### src/rtl/als_pkg.sv
package als_pkg;

   typedef enum logic [1:0] {
      MAP_WORD = 2'b00,
      MAP_BIT  = 2'b01,
      MAP_BYTE = 2'b10,
      MAP_RSVD = 2'b11
   } map_e;

   typedef struct packed {
      map_e map;
      logic lsb;
   } cfg_t;

endpackage

### src/rtl/als_phase_gen.sv
module als_phase_gen #(
   parameter int WORD_W = 14,
   localparam int IW    = $clog2(WORD_W)
) (
   input  logic          clk,
   input  logic          rst_n,
   output logic [IW-1:0] ph,
   output logic          last,
   output logic          bit_clk,
   output logic          frame_clk
);
   localparam int            HALF   = WORD_W / 2;
   localparam logic [IW-1:0] HALF_I = IW'(HALF);
   localparam logic [IW-1:0] LAST_I = IW'(WORD_W - 1);

   assign last = (ph == LAST_I);

   always_ff @(posedge clk or negedge rst_n) begin
      if (!rst_n) begin
         ph        <= '0;
         bit_clk   <= 1'b0;
         frame_clk <= 1'b0;
      end else begin
         ph        <= last ? '0 : ph + IW'(1);
         bit_clk   <= ~bit_clk;
         frame_clk <= (ph < HALF_I);
      end
   end
endmodule

### src/rtl/als_frame_load.sv
module als_frame_load import als_pkg::*; #(
   parameter int SMP_W   = 12,
   parameter int WORD_W  = 14,
   parameter bit PAD_LSB = 1'b1
) (
   input  logic              clk,
   input  logic              rst_n,
   input  logic              smp_stb,
   input  logic [SMP_W-1:0]  smp_data,
   input  cfg_t              cfg_in,
   input  logic              load,
   output logic [WORD_W-1:0] word_n,
   output logic [WORD_W-1:0] word_n1,
   output cfg_t              cfg_q
);
   localparam int PAD_W = WORD_W - SMP_W;

   logic [SMP_W-1:0]  pend_n, pend_n1;
   logic [WORD_W-1:0] pad_n, pad_n1;

   generate
      if (PAD_W == 0) begin : g_nopad
         assign pad_n  = pend_n;
         assign pad_n1 = pend_n1;
      end else if (PAD_LSB) begin : g_pad_low
         assign pad_n  = {pend_n,  {PAD_W{1'b0}}};
         assign pad_n1 = {pend_n1, {PAD_W{1'b0}}};
      end else begin : g_pad_high
         assign pad_n  = {{PAD_W{1'b0}}, pend_n};
         assign pad_n1 = {{PAD_W{1'b0}}, pend_n1};
      end
   endgenerate

   always_ff @(posedge clk or negedge rst_n) begin
      if (!rst_n) begin
         pend_n  <= '0;
         pend_n1 <= '0;
      end else if (smp_stb) begin
         pend_n  <= pend_n1;
         pend_n1 <= smp_data;
      end
   end

   always_ff @(posedge clk or negedge rst_n) begin
      if (!rst_n) begin
         word_n  <= '0;
         word_n1 <= '0;
         cfg_q   <= '{map: MAP_WORD, lsb: 1'b0};
      end else if (load) begin
         word_n  <= pad_n;
         word_n1 <= pad_n1;
         cfg_q   <= cfg_in;
      end
   end
endmodule

### src/rtl/als_slot_mux.sv
module als_slot_mux import als_pkg::*; #(
   parameter int WORD_W = 14,
   localparam int IW    = $clog2(WORD_W)
) (
   input  logic [IW-1:0]     ph,
   input  logic [WORD_W-1:0] word_n,
   input  logic [WORD_W-1:0] word_n1,
   input  cfg_t              cfg,
   output logic              bit0,
   output logic              bit1
);
   localparam int            HALF    = WORD_W / 2;
   localparam logic [IW-1:0] HALF_I  = IW'(HALF);
   localparam logic [IW-1:0] HLAST_I = IW'(HALF - 1);
   localparam logic [IW-1:0] LAST_I  = IW'(WORD_W - 1);
   localparam logic [IW-1:0] EVTOP_I = IW'(WORD_W - 2);

   logic              hi;
   logic [IW-1:0]     j, j2, ia, ib;
   logic [WORD_W-1:0] src, src_a, src_b;

   always_comb begin
      hi  = (ph >= HALF_I);
      j   = hi ? (ph - HALF_I) : ph;
      j2  = {j[IW-2:0], 1'b0};
      src = hi ? word_n1 : word_n;
      unique case (cfg.map)
         MAP_BIT: begin
            src_a = src;
            src_b = src;
            ia    = cfg.lsb ? j2 : (EVTOP_I - j2);
            ib    = ia + IW'(1);
         end
         MAP_BYTE: begin
            src_a = src;
            src_b = src;
            ia    = cfg.lsb ? (HALF_I + j) : (LAST_I - j);
            ib    = cfg.lsb ? j : (HLAST_I - j);
         end
         default: begin
            src_a = word_n;
            src_b = word_n1;
            ia    = cfg.lsb ? ph : (LAST_I - ph);
            ib    = ia;
         end
      endcase
      bit0 = src_a[ia];
      bit1 = src_b[ib];
   end
endmodule

### src/rtl/adc_lane_serializer.sv
module adc_lane_serializer import als_pkg::*; #(
   parameter int SMP_W   = 12,
   parameter int WORD_W  = 14,
   parameter bit PAD_LSB = 1'b1
) (
   input  logic             clk,
   input  logic             rst_n,
   input  logic             smp_stb,
   input  logic [SMP_W-1:0] smp_data,
   input  logic [1:0]       cfg_map,
   input  logic             cfg_lsb_first,
   output logic             lane0,
   output logic             lane1,
   output logic             bit_clk,
   output logic             frame_clk
);
   localparam int IW = $clog2(WORD_W);

   generate
      if ((WORD_W % 2) != 0) begin : g_bad_odd
         $error("WORD_W must be even so each lane carries half a word per sample");
      end
      if (WORD_W < SMP_W) begin : g_bad_narrow
         $error("WORD_W must not be smaller than SMP_W");
      end
      if (WORD_W < 4) begin : g_bad_small
         $error("WORD_W must be at least 4");
      end
   endgenerate

   logic [IW-1:0]     ph;
   logic              last;
   logic [WORD_W-1:0] word_n, word_n1;
   cfg_t              cfg_in, cfg_q;
   logic              nxt0, nxt1;

   assign cfg_in = '{map: map_e'(cfg_map), lsb: cfg_lsb_first};

   als_phase_gen #(.WORD_W(WORD_W)) u_phase (
      .clk       (clk),
      .rst_n     (rst_n),
      .ph        (ph),
      .last      (last),
      .bit_clk   (bit_clk),
      .frame_clk (frame_clk)
   );

   als_frame_load #(.SMP_W(SMP_W), .WORD_W(WORD_W), .PAD_LSB(PAD_LSB)) u_load (
      .clk      (clk),
      .rst_n    (rst_n),
      .smp_stb  (smp_stb),
      .smp_data (smp_data),
      .cfg_in   (cfg_in),
      .load     (last),
      .word_n   (word_n),
      .word_n1  (word_n1),
      .cfg_q    (cfg_q)
   );

   als_slot_mux #(.WORD_W(WORD_W)) u_mux (
      .ph      (ph),
      .word_n  (word_n),
      .word_n1 (word_n1),
      .cfg     (cfg_q),
      .bit0    (nxt0),
      .bit1    (nxt1)
   );

   always_ff @(posedge clk or negedge rst_n) begin
      if (!rst_n) begin
         lane0 <= 1'b0;
         lane1 <= 1'b0;
      end else begin
         lane0 <= nxt0;
         lane1 <= nxt1;
      end
   end
endmodule

### config.mk
export PLATFORM = sky130hd
export DESIGN_NAME = adc_lane_serializer
export DESIGN_NICKNAME = d
export VERILOG_FILES = /design/src/rtl/als_pkg.sv /design/src/rtl/als_phase_gen.sv /design/src/rtl/als_frame_load.sv /design/src/rtl/als_slot_mux.sv /design/src/rtl/adc_lane_serializer.sv
export SDC_FILE = /design/constraint.sdc
export NUM_CORES = 1
export LEC_CHECK = 0
export ABC_AREA = 1
export BUFFER_PORTS_ARGS = -buffer_cell sky130_fd_sc_hd__buf_4
export CORE_UTILIZATION = 40
export DETAILED_ROUTE_END_ITERATION = 16
export PLACE_DENSITY_LB_ADDON = 0.12
export SYNTH_ARGS = -nofsm -noshare
export SYNTH_HDL_FRONTEND = slang
export SYNTH_HIERARCHICAL = 1
export SYNTH_SLANG_ARGS = --single-unit
export TNS_END_PERCENT = 20
### constraint.sdc
create_clock -name clk -period 2.7 [get_ports clk]
set_clock_uncertainty 0.1 [all_clocks]
set_input_delay 0.27 -clock clk [delete_from_list [all_inputs] [get_ports clk]]
set_output_delay 0.27 -clock clk [all_outputs]
set_load 0.01 [all_outputs]
==> results of run 1 <==
-- worst paths after layout --
kind | endpoint | slack [ns] | depth (start not counted)
min in group asynchronous | u_phase/ph[2]$_DFF_PN0_ | 0.43 | 2
worst max-delay path | lane0$_DFF_PN0_ | 0.30 | 16
max in group asynchronous | u_load/word_n1[12]$_DFFE_PN0P_ | 1.55 | 2
worst min register to register | u_phase/bit_clk$_DFF_PN0_ | 0.32 | 1
worst min-delay path | u_load/pend_n1[7]$_DFFE_PN0P_ | 0.02 | 3
worst max register to register | lane0$_DFF_PN0_ | 0.30 | 16
-- logic make-up after synthesis --
kind of cell | Yosys count | share of synthesized area
other | 1 | 0.0009937
buffers and inverters | 70 | 0.1051
adders and majority gates | 5 | 0.01658
AOI/OAI and AO/OA | 46 | 0.07261
and+or+nand+nor | 357 | 0.4135
DFF | 59 | 0.3912
-- synthesized netlist by cell type (3+ instances only) --
cell / count / area, um2
sky130_fd_sc_hd__nand3_1: 32 / 160.2
sky130_fd_sc_hd__inv_2: 7 / 26.28
sky130_fd_sc_hd__buf_4: 8 / 60.06
sky130_fd_sc_hd__nand3_2: 9 / 90.09
sky130_fd_sc_hd__clkinv_1: 3 / 11.26
sky130_fd_sc_hd__nand2_1: 271 / 1017
sky130_fd_sc_hd__dfrtp_1: 59 / 1476
sky130_fd_sc_hd__a21oi_1: 8 / 40.04
sky130_fd_sc_hd__ha_1: 5 / 62.56
sky130_fd_sc_hd__buf_2: 5 / 25.02
sky130_fd_sc_hd__nand2_4: 6 / 67.56
sky130_fd_sc_hd__inv_1: 34 / 127.6
sky130_fd_sc_hd__o21ai_0: 21 / 105.1
sky130_fd_sc_hd__nand2_2: 21 / 131.4
sky130_fd_sc_hd__buf_6: 8 / 90.09
sky130_fd_sc_hd__o21ai_1: 7 / 35.03
sky130_fd_sc_hd__nor2_1: 12 / 45.04
sky130_fd_sc_hd__o21a_1: 3 / 22.52
-- layout make-up --
class	count	area [um2]
Tap cell	111	138.9
Sequential cell	59	1476
Inverter	46	182.7
Multi-Input combinational cell	412	1912
Fill cell	955	5102
Timing Repair Buffer	26	197.7
Clock buffer	10	137.6
Clock inverter	6	48.80
-- state kept, by name (all words and copies together) (netlist names) --
name and count:
u_phase/ph 4, lane1 1, u_phase/bit_clk 1, u_load/word_n1 12, u_load/pend_n 12, u_phase/frame_clk 1
u_load/cfg_q 3, lane0 1, u_load/word_n 12, u_load/pend_n1 12
-- layout by cell type, fill, tap and decap left out, drive strengths merged, types with 3 or more instances in the layout --
cell type	instances
buf	25
o21ai	32
a21oi	8
clkbuf	10
clkinv	5
dfrtp	59
conb	4
nand3	42
ha	5
inv	44
o21a	3
clkinvlp	3
nor2	13
nand2	298
-- power groups by stage --
stage          clock [mW]  sequential [mW]  combinational (mW)
2_1_floorplan           0             1.03               0.308
5_1_grt             0.832             1.03               0.485
4_1_cts             0.791             1.02               0.420
3_5_place_dp            0             1.04               0.417
6_report            0.761             1.02               0.416
3_3_place_gp            0             1.04               0.412
-- metrics by stage --
step                setup WS (ns)  hold WS, ns  area, um2    util  std cells
global route             0.006019      0.01336       4094  0.4452        670
global placement           0.3376       0.2971       3897  0.4238        653
finish                     0.3027      0.02374       4094  0.4452        670
floorplan                  0.6366      -0.1256       3785       -        541
detailed placement         0.3222       0.3065       3897  0.4238        653
CTS                        0.2929     0.007975       4094  0.4452        670
-- routing by layer --
layer / global-route usage / up-vias / share of wire
met4: 0.09389 / 0 / 0.028
met5: 0 / - / 0
li1: - / 1688 / -
met3: 0.02389 / 20 / 0.036
met1: 0.2598 / 1469 / 0.50
met2: 0.3077 / 65 / 0.44
-- worst max-delay path, cell delays in order (launching register included) --
cell and delay, ns:
sky130_fd_sc_hd__dfrtp_1 0.51, sky130_fd_sc_hd__ha_1 0.24, sky130_fd_sc_hd__nand2_2 0.09, sky130_fd_sc_hd__nand2_4 0.24, sky130_fd_sc_hd__nand2_2 0.10, sky130_fd_sc_hd__nand2_4 0.10
sky130_fd_sc_hd__nand3_1 0.08, sky130_fd_sc_hd__nand2_2 0.20, sky130_fd_sc_hd__inv_2 0.11, sky130_fd_sc_hd__nand2_1 0.08, sky130_fd_sc_hd__nand2_1 0.06, sky130_fd_sc_hd__nand3_1 0.07
sky130_fd_sc_hd__nand2_1 0.09, sky130_fd_sc_hd__nand2_1 0.06, sky130_fd_sc_hd__o21ai_1 0.05, sky130_fd_sc_hd__nand2_1 0.05, sky130_fd_sc_hd__nand2_1 0.05
==> run summary, run 1 <==
After detailed routing, the average wire length per cell comes to 12.31 um. The global-route wire length before repair came out at 14860 um. Clock tree synthesis selected as its root buffer the cell sky130_fd_sc_hd__clkbuf_8. The synthesized area divided by synthesized cell count came out at 7.014 um2. The clock tree synthesis step divided the H-tree into 3 levels. The actual transition at the worst max-transition pin came out at 0.7622 ns.

The worst reg2reg path startpoint is u_phase/ph[1]$_DFF_PN0_. The count of inserted antenna diode cells is 0. The effective utilization at floorplan is 0.4103. The Yosys warning count is 6. The setup TNS after final layout is 0 ns. The row count is 35. After the first detailed-routing iteration, the DRC count stood at 188. The area of the core is 9196 um2. Setup repair after global routing left no endpoint under its margin.

The worst setup path is launched from a register. The maximum buffer depth of the clock tree is 2. The remaining antenna violation count came out at 0. The worst setup path is captured at a register. Of the total power, combinational logic draws 0.189. The largest voltage drop on the vdd net came out at 0.0002398 V. The worst hold path begins at smp_data[7]. For this run, the leading register cell type out of synthesis is sky130_fd_sc_hd__dfrtp_1. The final-report setup violation count came out at 0.

The fraction of power consumed by sequential logic came out at 0.465. Dividing total power by cell area gives a power density of 536.8 nW/um2. The final critical-path share of the clock period came out at 0.8879.

After detailed routing, the number of vias per cell comes to 4.839. For this run the aggregate overflow at the end of global routing stands at 0. At the end of the flow, the number of nets in the layout was 577. Of all nets on the critical path, the largest fanout is 25.

The number of I/O pins is 22. The TritonCTS clock tree is yes. The arrival time at the worst endpoint came out at 2.53 ns. The run finished with clean final reports. Clock-pin slew was measured on the worst setup and hold paths at 0.08 ns. The quantity of I/O buffers inserted on ports came out at 21. The clock period minus final worst setup slack came out at 2.397 ns. The count of unresolved DRC violations after routing is 0.

Clock latency on the worst-skew pair, taken at its later pin, is 0.34 ns. The HPWL after detailed placement came out at 5694 um. The first-pass iteration count of the detailed router is 4. The total global-route track usage is 0.1923. In this run the vertical extent of the chip is 99.13 um. Synthesis produced 538 cells. The worst-case headroom to the max-slew limit came out at 0.4919. The via count of the first global-routing pass came to 3097.

The max-capacitance violation count came out at 0. The width of the chip is 99.13 um. The top achievable clock speed came out at 0.4171 GHz. The routed via count is 3242. The number of unique standard cell types used by synthesis is 32. The number of hold buffers added after cts is 1. The total standard cell area after synthesis is 3774 um2. In this run the post-CTS setup repair buffer count came out at 0.

The number of endpoints with negative hold slack in the final report is 0. The required time of the critical path came out at 2.83 ns. The sink count of the clock tree is 59. The largest net degree at the start of global routing came out at 60. The register bit count reported by yosys is 59.

The number of antenna violations at the first check in global routing is 0. The net switching share of the total power is 0.3247. The overall routed net length came out at 8250 um. The proportion of synthesized chip area in sequential cells came out at 0.3912. The type of the tightest min-delay check is input pin to register. The share of final-layout standard cells stronger than drive strength 1 is 0.1646. The critical path is of the register to register type. The number of resized instances in the post-cts repair step came out at 0.

The total power of the final layout is 2.198 mW. The internal power summed over all cells came out at 1.484 mW. The layout-stage area growth over the synthesis result came out at 8.488%. The final estimated routing congestion in global placement came out at 0.8429. In this run the static leakage power is 2.270 nW.

The relative contribution of the clock network to total power came out at 0.346. The number of slew-limit violations in the final report came out at 0. The area of the die is 9827 um2. The launch point of the critical path is u_phase/ph[1]$_DFF_PN0_. The async set-or-reset flop fraction in the synthesized netlist is 1.000.

The number of enable flip-flop cells after synthesis came out at 0. The switching power is 0.7136 mW. Clock tree synthesis inserted a total of 9 buffers.
Note: power is estimated with default switching activity, not from simulation.
==> inputs of run 2 (changes only) <==
--- a/config.mk
+++ b/config.mk
@@ -10,6 +10,7 @@
 export CORE_UTILIZATION = 40
 export DETAILED_ROUTE_END_ITERATION = 16
 export PLACE_DENSITY_LB_ADDON = 0.12
+export RECOVER_POWER = 100
 export SYNTH_ARGS = -nofsm -noshare
 export SYNTH_HDL_FRONTEND = slang
 export SYNTH_HIERARCHICAL = 1
==> run 2 against run 1 <==
Effect of this change: worst setup slack gained 0.028 ns; non-clock buffer count is the same; die area is the same; fmax grew 1.2%; wire length grew 0.15%; via count shrank 0.31%; register-to-register slack gained 0.03 ns; largest power group unchanged.
==> run summary, run 2 (synthesis gave the netlist of run 1 again) <==
The run finished with clean final reports. The effective utilization at floorplan is 0.4103. The count of inserted antenna diode cells is 0.

Entering global routing, the biggest net connects 60 pins. The share of the core filled with cells in the final layout came out at 0.4407. The net count of the finished layout is 577. For this run, the total global-route usage over all layers was measured as 0.1923. The sink count of the clock tree came out at 59.

The global-route wire length before repair came out at 14860 um. The first-pass iteration count of the detailed router came out at 4. For met1 alone, demand over resource in global routing was 0.2598.

The endpoint identified for the worst register-to-register timing path is lane0$_DFF_PN0_. The HPWL after detailed placement is 5694 um. The setup check on the worst reg-to-reg path leaves a slack of 0.33 ns.

The count of unresolved DRC violations after routing is 0. Headroom to the max-slew limit came out at 0.01163. The via density per instance came out at 4.824. The maximum buffer depth of the clock tree came out at 2. The worst reg2reg path startpoint is u_phase/ph[1]$_DFF_PN0_. The number of antenna violations at the first check in global routing is 0. Of the cells placed in the final design, the portion with a size suffix greater than 1 is 0.1449.

The clock period minus final worst setup slack came out at 2.369 ns. The violation count after the first detailed-routing iteration came out at 209. The most frequent standard cell in the layout excluding fill and tap cells is sky130_fd_sc_hd__nand2_1. The area of the core came out at 9196 um2. The number of fill cells in the layout is 960. Gates resized during post-CTS repair numbered 0. The final estimated routing congestion in global placement is 0.8429.

The routed wire length per instance is 12.33 um. The met3 capacity usage during global routing is 0.02389. The layout-stage area growth over the synthesis result is 7.394%.

The clock-pin slew on the worst setup and hold paths is 0.08 ns. The actual transition at the worst max-transition pin came out at 1.483 ns. The start-to-end type of the worst setup path is register to register.

22 I/O pins were placed. The height of the die came out at 99.13 um. The critical path ends at lane0$_DFF_PN0_. Across the run, the number of max-cap violations was 0. The total overflow left after global routing is 0. Power spread over the standard cell area amounts to 539.7 nW/um2. Setup repair after global routing left no endpoint under its margin. The top achievable clock speed is 0.4221 GHz. The remaining antenna violation count came out at 0. The number of setup buffers added after CTS came out at 0.

The tree is rooted in a sky130_fd_sc_hd__clkbuf_8. The arrival time at the worst endpoint is 2.50 ns. STA classifies the critical path startpoint as a register. The die covers 9827 um2. The TritonCTS clock tree is yes.

The met2 demand-to-capacity share in global routing came out at 0.3077. The setup TNS after final layout came out at 0 ns. Detailed routing inserted a total of 3232 vias. The number of endpoints with negative hold slack in the final report came out at 0. The width of the chip is 99.13 um. The largest voltage drop on the vdd net came out at 0.0002391 V. Tracing the worst setup path back leads to its startpoint at u_phase/ph[1]$_DFF_PN0_. The number of H-tree branching levels came out at 3. The count of buffers added on input and output ports is 21. The tightest min-delay check is of the input pin to register type.

The overall routed net length came out at 8262 um. The number of cell instances on the worst register-to-register path came out at 16. STA classifies the critical path endpoint as a register. The layer with the highest usage is met2. The worst-path maximum fanout is 25. The later pin in the worst-skew pair is clocked with a latency of 0.34 ns. The row count came out at 35. In the layout the commonest cells are 276 x sky130_fd_sc_hd__nand2_1, 59 x sky130_fd_sc_hd__dfrtp_1, 34 x sky130_fd_sc_hd__inv_1. Setup violations remaining at the end of the flow were counted as 0.

The number of slew-limit violations in the final report is 0. The leakage power total is 2.244 nW. TritonCTS created 9 clock buffers.

The required time of the critical path came out at 2.83 ns. The via count of the first global-routing pass came out at 3097. Of the available clock period, the critical path in the final layout requires 0.8774.
==> run 2: cell count changes in the layout (fill, tap and decap cells not counted), sizes merged <==
cell	delta
clkbuf	+7
buf	-7
==> run 2: worst min-delay path by stage <==
stage                      from  slack [ns]  depth (start not counted)                             to
floorplan                 rst_n       -0.13                          0                lane0$_DFF_PN0_
global placement          rst_n        0.30                          1        u_phase/ph[3]$_DFF_PN0_
detailed placement        rst_n        0.31                          1        u_phase/ph[3]$_DFF_PN0_
CTS                 smp_data[1]       0.008                          3  u_load/pend_n1[1]$_DFFE_PN0P_
global route        smp_data[1]        0.01                          3  u_load/pend_n1[1]$_DFFE_PN0P_
finish              smp_data[7]        0.02                          3  u_load/pend_n1[7]$_DFFE_PN0P_
==> run 2: area by class of cell <==
type                    instances  area (um2)  share of cell area
clock buffers                  10       137.6             0.03396
clock inverters                 6       48.80             0.01204
repair buffers                 26       173.9             0.04291
flip-flops and latches         59        1476              0.3643
inverters                      46       182.7             0.04508
well taps                     111       138.9             0.03427
multi-input cells             412        1894              0.4674
==> run 2: critical path, stage by stage, from the launching register on <==
cell and delay (ns):
sky130_fd_sc_hd__dfrtp_1 0.49, sky130_fd_sc_hd__ha_1 0.24, sky130_fd_sc_hd__nand2_2 0.09, sky130_fd_sc_hd__nand2_4 0.24
sky130_fd_sc_hd__nand2_2 0.10, sky130_fd_sc_hd__nand2_4 0.10, sky130_fd_sc_hd__nand3_1 0.08, sky130_fd_sc_hd__nand2_2 0.20
sky130_fd_sc_hd__inv_2 0.11, sky130_fd_sc_hd__nand2_1 0.07, sky130_fd_sc_hd__nand2_1 0.05, sky130_fd_sc_hd__nand3_1 0.06
sky130_fd_sc_hd__nand2_1 0.09, sky130_fd_sc_hd__nand2_1 0.08, sky130_fd_sc_hd__nand2_1 0.05, sky130_fd_sc_hd__nand2_1 0.05
sky130_fd_sc_hd__nand2_1 0.05
==> run 2: report_power, final <==
| group | internal, mW | switching [mW] | leakage (nW) |
|---|---|---|---|
| logic | 0.146 | 0.262 | 1.44 |
| clock network | 0.364 | 0.396 | 0.0851 |
| registers | 0.966 | 0.0542 | 0.714 |
==> run 2: per-stage QoR <==
step | power, mW | instance area (um2) | hold WS, ns | instances | setup slack [ns]
detailed placement | 1.455 | 3897 | 0.3065 | 653 | 0.3222
floorplan | 1.335 | 3785 | -0.1256 | 541 | 0.6366
CTS | 2.232 | 4094 | 0.007975 | 670 | 0.2929
finish | 2.187 | 4053 | 0.02330 | 670 | 0.3311
global route | 2.339 | 4053 | 0.01336 | 670 | 0.02690
global placement | 1.449 | 3897 | 0.2971 | 653 | 0.3376
==> run 2: what timing repair did <==
item | 4_1_cts | 5_1_grt
hold endpoints to repair | 59 | 0
hold buffers | 1 | 0
setup endpoints to repair | 0 | 0
==> run 2: metal layers <==
layer  up-vias  routed length, um
met5         -                  0
met3        20                197
met4         0                227
met2        53               3637
li1       1687                  -
met1      1472               4201
==> inputs of run 3 (changes only) <==
==> constraint.sdc (replaced) <==
create_clock -name clk -period 2.1 [get_ports clk]
set_clock_uncertainty 0.1 [all_clocks]
set_input_delay 0.21 -clock clk [delete_from_list [all_inputs] [get_ports clk]]
set_output_delay 0.21 -clock clk [all_outputs]
set_load 0.01 [all_outputs]
==> run 3 against run 2 <==
Effect of this change: the run now ends with capacitance limit, slew limit left; critical path depth decreased by 1; clock-buffer cell count stayed put; sequential cell count unchanged; via count grew 3.2%; sequential power grew 29%; worst hold slack better by 0.12 ns; worst setup slack worse by 0.25 ns; final cell count up 4.6%; combinational power up 44%; fmax rose by 17%; die area unchanged; critical path type unchanged; largest cell class unchanged.
==> run summary, run 3 (synthesis gave the netlist of run 1 again) <==
The worst register-to-register path begins at u_phase/ph[1]$_DFF_PN0_. The total number of nets in the final design is 609. The number of slew-limit violations in the final report came out at 60. The worst path in the final design needs a cycle of 2.022 ns, including I/O delays and setup. The net switching share of the total power is 0.2890.

Entering global routing, the biggest net connects 60 pins. The total CTS buffers came out at 9. The number of fill cells in the layout came out at 943.

STA classifies the critical path startpoint as a register. The first-pass iteration count of the detailed router came out at 4. The global-route wire length before repair is 14730 um. The via count of the first global-routing pass came out at 3134.

For the worst-skew pair, the clock arrives at the later sink with an insertion delay of 0.33 ns. The top achievable clock speed is 0.4945 GHz. The worst-path maximum fanout is 6. After detailed routing, the number of remaining DRC violations is 0.

The number of antenna violations at the first check in global routing came out at 0. The number of cells in the design after placement came out at 666. For this configuration, the core starts out at a cell density of 0.4103. The total congestion overflow came out at 0. The violation count after the first detailed-routing iteration came out at 174. The critical path is of the register to register type. The register-to-register setup slack is 0.08 ns. 22 I/O pins were placed. The clock-pin slew on the worst setup and hold paths is 0.07 ns.

STA classifies the critical path endpoint as a register. The worst hold slack across all endpoints is 0.1435 ns. CTS placed an instance of sky130_fd_sc_hd__clkbuf_8 at the clock tree root. The region available for standard cell placement spans 9196 um2. Routability-driven placement finished with a final weighted congestion of 0.8546. The share of final-layout standard cells stronger than drive strength 1 is 0.1881. TritonCTS built the clock tree. The worst register-to-register path ends at lane1$_DFF_PN0_.

The row count came out at 35. In this run the cell area measured after placement is 4020 um2. The actual transition at the worst max-transition pin came out at 1.511 ns.

Leaving out fill and tap cells, the most frequent cells in the layout are 271 x sky130_fd_sc_hd__nand2_1, 59 x sky130_fd_sc_hd__dfrtp_1, 33 x sky130_fd_sc_hd__inv_1. The largest voltage drop on the vdd net is 0.0003437 V. After routing the design area is 4501 um2. The fraction of power consumed by sequential logic is 0.438. The area of the die is 9827 um2. The total power of the final layout came out at 3.006 mW. The path with the worst hold slack has its endpoint at u_load/pend_n1[10]$_DFFE_PN0P_.

The number of H-tree branching levels is 3. For the worst setup path, the data required time is 2.23 ns. The overall routed net length is 8569 um. For this run, the total global-route usage over all layers was measured as 0.1896. The worst-case headroom to the max-slew limit came out at -0.007554.

The maximum buffer depth of the clock tree is 2. The leakage power total came out at 2.429 nW. The die is 99.13 um tall. The internal power summed over all cells came out at 2.137 mW. The number of cell instances on the worst register-to-register path came out at 15. The arrival time at the worst endpoint came out at 2.15 ns.

The relative contribution of combinational cells to total power is 0.195. The layout-stage area growth over the synthesis result is 19.26%. The HPWL after detailed placement is 5940 um. The switching power is 0.8687 mW.

The flow ran to the end, but the final reports show violations. The finished layout holds 701 standard cells, fillers aside. The detail route stage leaves a number of antenna-violating nets equal to 0.

The final-report setup violation count came out at 0. The max-capacitance violation count came out at 1. The via density per instance came out at 4.760. The checks that failed: capacitance limit, slew limit.

Dividing total power by cell area gives a power density of 667.8 nW/um2. The worst hold path begins at smp_stb. Setup repair after global routing could not meet its margin everywhere. The routed wire length per instance is 12.22 um.

The final critical-path share of the clock period is 0.9630. The routed via count came out at 3337. Once layout is complete, the utilization of the core stands at 0.4894.

Of the total power, the clock network draws 0.367. The type of the tightest min-delay check is input pin to register. The repair_antennas step left the layout with diodes totalling 0. The die is 99.13 um wide.

The number of endpoints with negative hold slack in the final report came out at 0. Port buffering added 21 buffers. The most frequent standard cell in the layout excluding fill and tap cells is sky130_fd_sc_hd__nand2_1.

The number of instances on the worst hold path is 3. Counting every sink on the clock net gives 59.
==> run 3: changes by cell type in the layout (fill, tap and decap cells not counted), sizes merged <==
cell / change
buf: +7
bufinv: +2
clkbuf: +10
clkinv: +1
clkinvlp: -2
dlygate4sd3: +15
inv: -2
==> run 3: what timing repair did <==
item                       4_1_cts  5_1_grt
hold endpoints to repair        74        0
hold buffers                    16        0
pin swaps                        0       10
setup endpoints to repair        1        2
setup buffers                    0        4
cloned                           0        0
resized for setup                1       29
==> run 3: worst max-delay path by stage <==
| stage | startpoint | endpoint | slack, ns | cells past startpoint |
|---|---|---|---|---|
| finish | u_phase/ph[1]$_DFF_PN0_ | lane1$_DFF_PN0_ | 0.08 | 15 |
| global route | u_phase/ph[1]$_DFF_PN0_ | lane1$_DFF_PN0_ | -0.07 | 16 |
| global placement | u_load/cfg_q[2]$_DFFE_PN0P_ | lane0$_DFF_PN0_ | 0.02 | 13 |
| CTS | u_load/cfg_q[2]$_DFFE_PN0P_ | lane1$_DFF_PN0_ | 0.01 | 12 |
| floorplan | u_phase/ph[0]$_DFF_PN0_ | lane1$_DFF_PN0_ | 0.04 | 16 |
| detailed placement | u_load/cfg_q[2]$_DFFE_PN0P_ | lane1$_DFF_PN0_ | 0.02 | 12 |
==> run 3: cell type report <==
class | count | area, um2 | area share
multi-input combinational | 412 | 1994 | 0.4431
sequential | 59 | 1476 | 0.3281
timing repair buffer | 58 | 498.0 | 0.1106
inverter | 46 | 186.4 | 0.04142
tap | 111 | 138.9 | 0.03086
clock buffer | 10 | 127.6 | 0.02836
clock inverter | 5 | 78.83 | 0.01751
==> run 3: per-layer routing <==
metal / wire (um) / part of all wire / track usage / up-vias
met5: 0 / 0 / 0 / -
met4: 220 / 0.026 / 0.08484 / 0
met3: 180 / 0.021 / 0.03443 / 16
met2: 3771 / 0.44 / 0.3023 / 53
met1: 4397 / 0.51 / 0.2528 / 1515
li1: - / - / - / 1753
==> run 3: per-stage QoR <==
stage | worst slack, ns | setup TNS (ns)
final | 0.07762 | 0
after CTS | 0.01376 | 0
after detailed placement | 0.01594 | 0
after global placement | 0.01667 | 0
after floorplan | 0.03663 | 0
after global routing | -0.07354 | -0.1319
==> run 3: worst max-delay path, stage by stage (launching register included) <==
cell	delay, ns
sky130_fd_sc_hd__dfrtp_1	0.39
sky130_fd_sc_hd__ha_4	0.18
sky130_fd_sc_hd__nand2_8	0.07
sky130_fd_sc_hd__nand2_8	0.09
sky130_fd_sc_hd__buf_6	0.12
sky130_fd_sc_hd__clkinvlp_4	0.14
sky130_fd_sc_hd__buf_6	0.15
sky130_fd_sc_hd__nand2_1	0.06
sky130_fd_sc_hd__nand3_1	0.09
sky130_fd_sc_hd__o21a_1	0.12
sky130_fd_sc_hd__o21ai_1	0.12
sky130_fd_sc_hd__a21oi_1	0.06
sky130_fd_sc_hd__nand2_1	0.06
sky130_fd_sc_hd__nand2_1	0.05
sky130_fd_sc_hd__nand2_1	0.05
sky130_fd_sc_hd__nand2_1	0.05
==> run 3: power groups by stage <==
stage	Sequential (mW)	Clock, mW	Combinational (mW)
finish	1.32	1.10	0.587
global route	1.33	1.19	0.679
CTS	1.31	1.14	0.584
detailed placement	1.33	0	0.557
global placement	1.33	0	0.554
floorplan	1.32	0	0.396
